[src/rtl/booth_mul_pkg.sv]
`timescale 1ns/1ps
package booth_mul_pkg;

   // Number of radix-4 digits needed to cover a w-bit multiplier.
   function automatic int digit_count(input int w, input bit sgn);
      return sgn ? (w + 1) / 2 : (w / 2) + 1;
   endfunction

   // Rows left after one compression level: fours become twos,
   // three leftovers become two, one or two leftovers pass through.
   function automatic int next_rows(input int r);
      if (r <= 2) return r;
      return 2 * (r / 4) + (((r % 4) == 3) ? 2 : (r % 4));
   endfunction

   function automatic int rows_at(input int r0, input int lvl);
      int r = r0;
      for (int k = 0; k < lvl; k++) r = next_rows(r);
      return r;
   endfunction

   function automatic int tree_levels(input int r0);
      int r = r0;
      int n = 0;
      while (r > 2) begin
         r = next_rows(r);
         n++;
      end
      return n;
   endfunction

endpackage

[src/rtl/booth_pp_row.sv]
`timescale 1ns/1ps
module booth_pp_row #(
   parameter int W     = 24,
   parameter int PW    = 48,
   parameter int SHIFT = 0
) (
   input  logic [W:0]    a_ext,
   input  logic [2:0]    trip,
   output logic [PW-1:0] row,
   output logic          is_one,
   output logic          is_two,
   output logic          is_neg
);
   localparam int MW = W + 2;

   logic [MW-1:0] mag;
   logic [MW-1:0] sel;
   logic [PW-1:0] ext;

   assign is_one = trip[0] ^ trip[1];
   assign is_two = (trip[2] & ~trip[1] & ~trip[0]) | (~trip[2] & trip[1] & trip[0]);
   assign is_neg = trip[2] & ~(trip[1] & trip[0]);

   always_comb begin
      if (is_one)      mag = {a_ext[W], a_ext};
      else if (is_two) mag = {a_ext, 1'b0};
      else             mag = '0;
      sel = is_neg ? ~mag : mag;
      ext = {{(PW - MW){sel[MW-1]}}, sel};
      row = ext << SHIFT;
   end
endmodule

[src/rtl/csa32_row.sv]
`timescale 1ns/1ps
module csa32_row #(
   parameter int PW = 48
) (
   input  logic [PW-1:0] in0,
   input  logic [PW-1:0] in1,
   input  logic [PW-1:0] in2,
   output logic [PW-1:0] sum,
   output logic [PW-1:0] carry
);
   logic [PW-2:0] maj;

   assign sum = in0 ^ in1 ^ in2;
   assign maj = (in0[PW-2:0] & in1[PW-2:0]) | (in0[PW-2:0] & in2[PW-2:0])
              | (in1[PW-2:0] & in2[PW-2:0]);
   assign carry = {maj, 1'b0};
endmodule

[src/rtl/csa42_row.sv]
`timescale 1ns/1ps
module csa42_row #(
   parameter int PW = 48
) (
   input  logic [PW-1:0] in0,
   input  logic [PW-1:0] in1,
   input  logic [PW-1:0] in2,
   input  logic [PW-1:0] in3,
   output logic [PW-1:0] sum,
   output logic [PW-1:0] carry
);
   logic [PW-2:0] lat;
   logic [PW-2:0] cy;

   for (genvar j = 0; j < PW; j++) begin : g_col
      logic cin;
      logic s1;
      if (j == 0) begin : g_lsb
         assign cin = 1'b0;
      end else begin : g_mid
         assign cin = lat[j-1];
      end
      assign s1     = in0[j] ^ in1[j] ^ in2[j];
      assign sum[j] = s1 ^ in3[j] ^ cin;
      if (j < PW - 1) begin : g_cy
         assign lat[j] = (in0[j] & in1[j]) | (in0[j] & in2[j]) | (in1[j] & in2[j]);
         assign cy[j]  = (s1 & in3[j]) | (s1 & cin) | (in3[j] & cin);
      end
   end

   assign carry = {cy, 1'b0};
endmodule

[src/rtl/booth_tree_mul.sv]
`timescale 1ns/1ps
module booth_tree_mul #(
   parameter int W      = 24,
   parameter bit SIGNED = 1'b1
) (
   input  logic [W-1:0]   mul_a,
   input  logic [W-1:0]   mul_b,
   output logic [2*W-1:0] prod
);
   localparam int PW   = 2 * W;
   localparam int NPP  = booth_mul_pkg::digit_count(W, SIGNED);
   localparam int R0   = NPP + 1;
   localparam int NLVL = booth_mul_pkg::tree_levels(R0);

   if (W < 4) begin : g_bad_width
      $error("booth_tree_mul: W must be at least 4");
   end

   logic [W:0]      a_ext;
   logic [2*NPP:0]  b_ext;
   logic [PW-1:0]   pp_row [NPP];
   logic [PW-1:0]   corr;
   logic [NPP-1:0]  dig_one;
   logic [NPP-1:0]  dig_two;
   logic [NPP-1:0]  dig_neg;
   logic [PW-1:0]   fin_s;
   logic [PW-1:0]   fin_c;

   assign a_ext = {(SIGNED ? mul_a[W-1] : 1'b0), mul_a};

   always_comb begin
      b_ext = '0;
      b_ext[W:1] = mul_b;
      for (int k = W + 1; k <= 2 * NPP; k++) b_ext[k] = SIGNED ? mul_b[W-1] : 1'b0;
   end

   // Stage 1: digit recoding and row selection
   for (genvar i = 0; i < NPP; i++) begin : g_dig
      booth_pp_row #(.W(W), .PW(PW), .SHIFT(2 * i)) i_row (
         .a_ext (a_ext),
         .trip  (b_ext[2*i+2 -: 3]),
         .row   (pp_row[i]),
         .is_one(dig_one[i]),
         .is_two(dig_two[i]),
         .is_neg(dig_neg[i])
      );
   end

   always_comb begin
      corr = '0;
      for (int i = 0; i < NPP; i++) corr[2*i] = dig_neg[i];
   end

   // Stage 2: compression, four rows at a time
   for (genvar l = 0; l <= NLVL; l++) begin : g_lvl
      localparam int NR = booth_mul_pkg::rows_at(R0, l);
      logic [PW-1:0] rw [NR];
      if (l == 0) begin : g_src
         for (genvar k = 0; k < NPP; k++) begin : g_pp
            assign rw[k] = pp_row[k];
         end
         assign rw[NPP] = corr;
      end else begin : g_red
         localparam int PR = booth_mul_pkg::rows_at(R0, l - 1);
         localparam int NG = PR / 4;
         localparam int LO = PR % 4;
         for (genvar g = 0; g < NG; g++) begin : g_grp
            csa42_row #(.PW(PW)) i_c42 (
               .in0  (g_lvl[l-1].rw[4*g]),
               .in1  (g_lvl[l-1].rw[4*g+1]),
               .in2  (g_lvl[l-1].rw[4*g+2]),
               .in3  (g_lvl[l-1].rw[4*g+3]),
               .sum  (rw[2*g]),
               .carry(rw[2*g+1])
            );
         end
         if (LO == 3) begin : g_three
            csa32_row #(.PW(PW)) i_c32 (
               .in0  (g_lvl[l-1].rw[4*NG]),
               .in1  (g_lvl[l-1].rw[4*NG+1]),
               .in2  (g_lvl[l-1].rw[4*NG+2]),
               .sum  (rw[2*NG]),
               .carry(rw[2*NG+1])
            );
         end else begin : g_pass
            for (genvar k = 0; k < LO; k++) begin : g_thru
               assign rw[2*NG+k] = g_lvl[l-1].rw[4*NG+k];
            end
         end
      end
   end

   // Stage 3: carry-propagate merge
   assign fin_s = g_lvl[NLVL].rw[0];
   assign fin_c = g_lvl[NLVL].rw[1];
   assign prod  = fin_s + fin_c;

endmodule

[config.mk]
export PLATFORM = sky130hd
export DESIGN_NAME = booth_tree_mul
export DESIGN_NICKNAME = d
export VERILOG_FILES = /design/src/rtl/booth_mul_pkg.sv /design/src/rtl/booth_pp_row.sv /design/src/rtl/csa32_row.sv /design/src/rtl/csa42_row.sv /design/src/rtl/booth_tree_mul.sv
export SDC_FILE = /design/constraint.sdc
export NUM_CORES = 1
export LEC_CHECK = 0
export BUFFER_PORTS_ARGS = -buffer_cell sky130_fd_sc_hd__buf_2
export CAP_MARGIN = 5
export CORE_MARGIN = 2
export CORE_UTILIZATION = 60
export DETAILED_ROUTE_END_ITERATION = 12
export GPL_ROUTABILITY_DRIVEN = 1
export PLACE_DENSITY = 0.78
export SYNTH_ARGS = -nofsm -noshare
export SYNTH_HDL_FRONTEND = slang
export SYNTH_HIERARCHICAL = 1
export SYNTH_SLANG_ARGS = --single-unit
[constraint.sdc]
create_clock -name vclk -period 18.6
set_clock_uncertainty 0.15 [all_clocks]
set_input_delay 0.93 -clock vclk [all_inputs]
set_output_delay 0.93 -clock vclk [all_outputs]
set_load 0.02 [all_outputs]
==> reports/metrics.yaml <==
route.top_layer_used: "met4"
pre_cts_ws_ps: 8630
worstPathRequired_ps: 17520
path_class: "in2out"
layout-drive-gt1-share_pct: 32.9
hp-class: "in2out"
pin_count: 96
fillers: 3567
hpwl_um: 46700
antenna_found_initial: 0
die_h_um: 217
core-area_sq_um: 44400
placement_rows: 77
setup.worst_path.start: "mul_b[1]"
worst_slack_ps: 8500
crit_path_end_kind: "output port"
worst_pin_slew_ps: 1430
gr-usage-all-layers_pct: 26.6
finalMaxSlewViolations: 0
start_util_pct: 61.1
nets: 2803
arrival_ps: 9020
syn_avg_cell_area_sq_um: 11.6
fin_crit_sh_pct: 54.3
vias: 17300
seq_cell_count: 0
rsz0062_at_grt: "no"
vias_per_cell: 6.24
setup_tns_ps: 0
seqCellArea_sq_um: 0
routed_wl_um: 60900
final-setup-viol-count: 0
hold_slack_ps: 3340
grt_pass1_vias: 18700
fmax_mhz: 99.0
cp_max_fo: 50
wl_met3_um: 4500
hold_start: "mul_b[23]"
num-clock-buffers: 0
gp_congestion: 1.04
grt_max_degree: 51
cts.repair.resized: 0
io_buffers: 96
drcViolationCount: 0
startpoint_type: "primary input"
hold_viol_final: 0
first_pass_iters: 8
netlist_instances: 2333
relSlewSlack_pct: 4.67
route.met2.wl_um: 29600
n_antenna_cell: 0
syn_area_sq_um: 27100
drt-initial-drc-count: 1228
min_period_ps: 10100
gr-total-overflow: 0
drtAntennaViolNets: 0
die_x_um: 217
synth_warnings: 6
wl_met1_um: 25600
cap_violations: 0
die-area_sq_um: 46900
wl_per_cell_um: 22.0
multi_input_area_sq_um: 24200
outcome: "finished clean"
post-cts-setup-buffer-count: 0
grt_pass1_wl_um: 101000
layout-area-overhead-vs-synth_pct: -5.05
holdBufCountCts: 0
-- critical path: stages --
cell and delay (ps):
buf_2 150, ha_2 340, buf_4 570, mux2_2 430, o31ai_4 60, xnor2_1 110, fa_1 590, fa_1 460
fa_1 570, fa_1 440, fa_1 570, fa_1 430, ha_1 410, o21ai_0 120, o21bai_1 160, a21oi_1 210
o221ai_1 410, a31oi_1 280, a21o_1 280, o41ai_1 690, a21boi_0 260, xnor2_1 330, buf_2 230
-- layout make-up --
cell class | count | share of cell area, %
inverters | 9 | 0.131
multi-input cells | 2027 | 93.8
well taps | 592 | 2.88
repair buffers | 140 | 3.15
-- through the flow --
step	std cells	util, %	cell area [sq um]
after floorplan	2492	-	27700
after global placement	2768	58.0	25800
after detailed placement	2768	58.0	25800
after CTS	2768	58.0	25800
after global routing	2768	58.0	25800
final	2768	58.0	25800
-- cell usage in the layout (no fill, tap or decap), drive strengths merged, types with 3 or more instances in the layout --
master / n
fa: 513
xnor2: 341
o31ai: 302
mux2: 288
conb: 177
buf: 140
ha: 64
a21oi: 43
a21o: 38
nand2: 34
o21ai: 30
nor2: 29
xor2: 23
nand4: 16
nor2b: 15
nor3b: 13
and3b: 12
a211oi: 9
inv: 9
o21bai: 9
a31oi: 6
and3: 6
nand2b: 5
xnor3: 5
o21a: 4
a211o: 4
and4: 3
nand3: 3
nor3: 3
a221oi: 3
o221ai: 3
-- per-layer routing --
| layer | vias to the layer above | global-route usage, % |
|---|---|---|
| met2 | 773 | 44.3 |
| met5 | - | 0 |
| li1 | 7364 | - |
| met1 | 9016 | 37.6 |
| met3 | 112 | 2.88 |
| met4 | 0 | 5.71 |
-- final timing paths --
kind | to | slack [ps] | cells after the start
hold / removal | prod[47] | 3340 | 9
setup / recovery | prod[34] | 8500 | 23
Power is left out: the tool's default activity adds up to more than one toggle a clock period on the data nets, which glitch-free logic cannot reach.
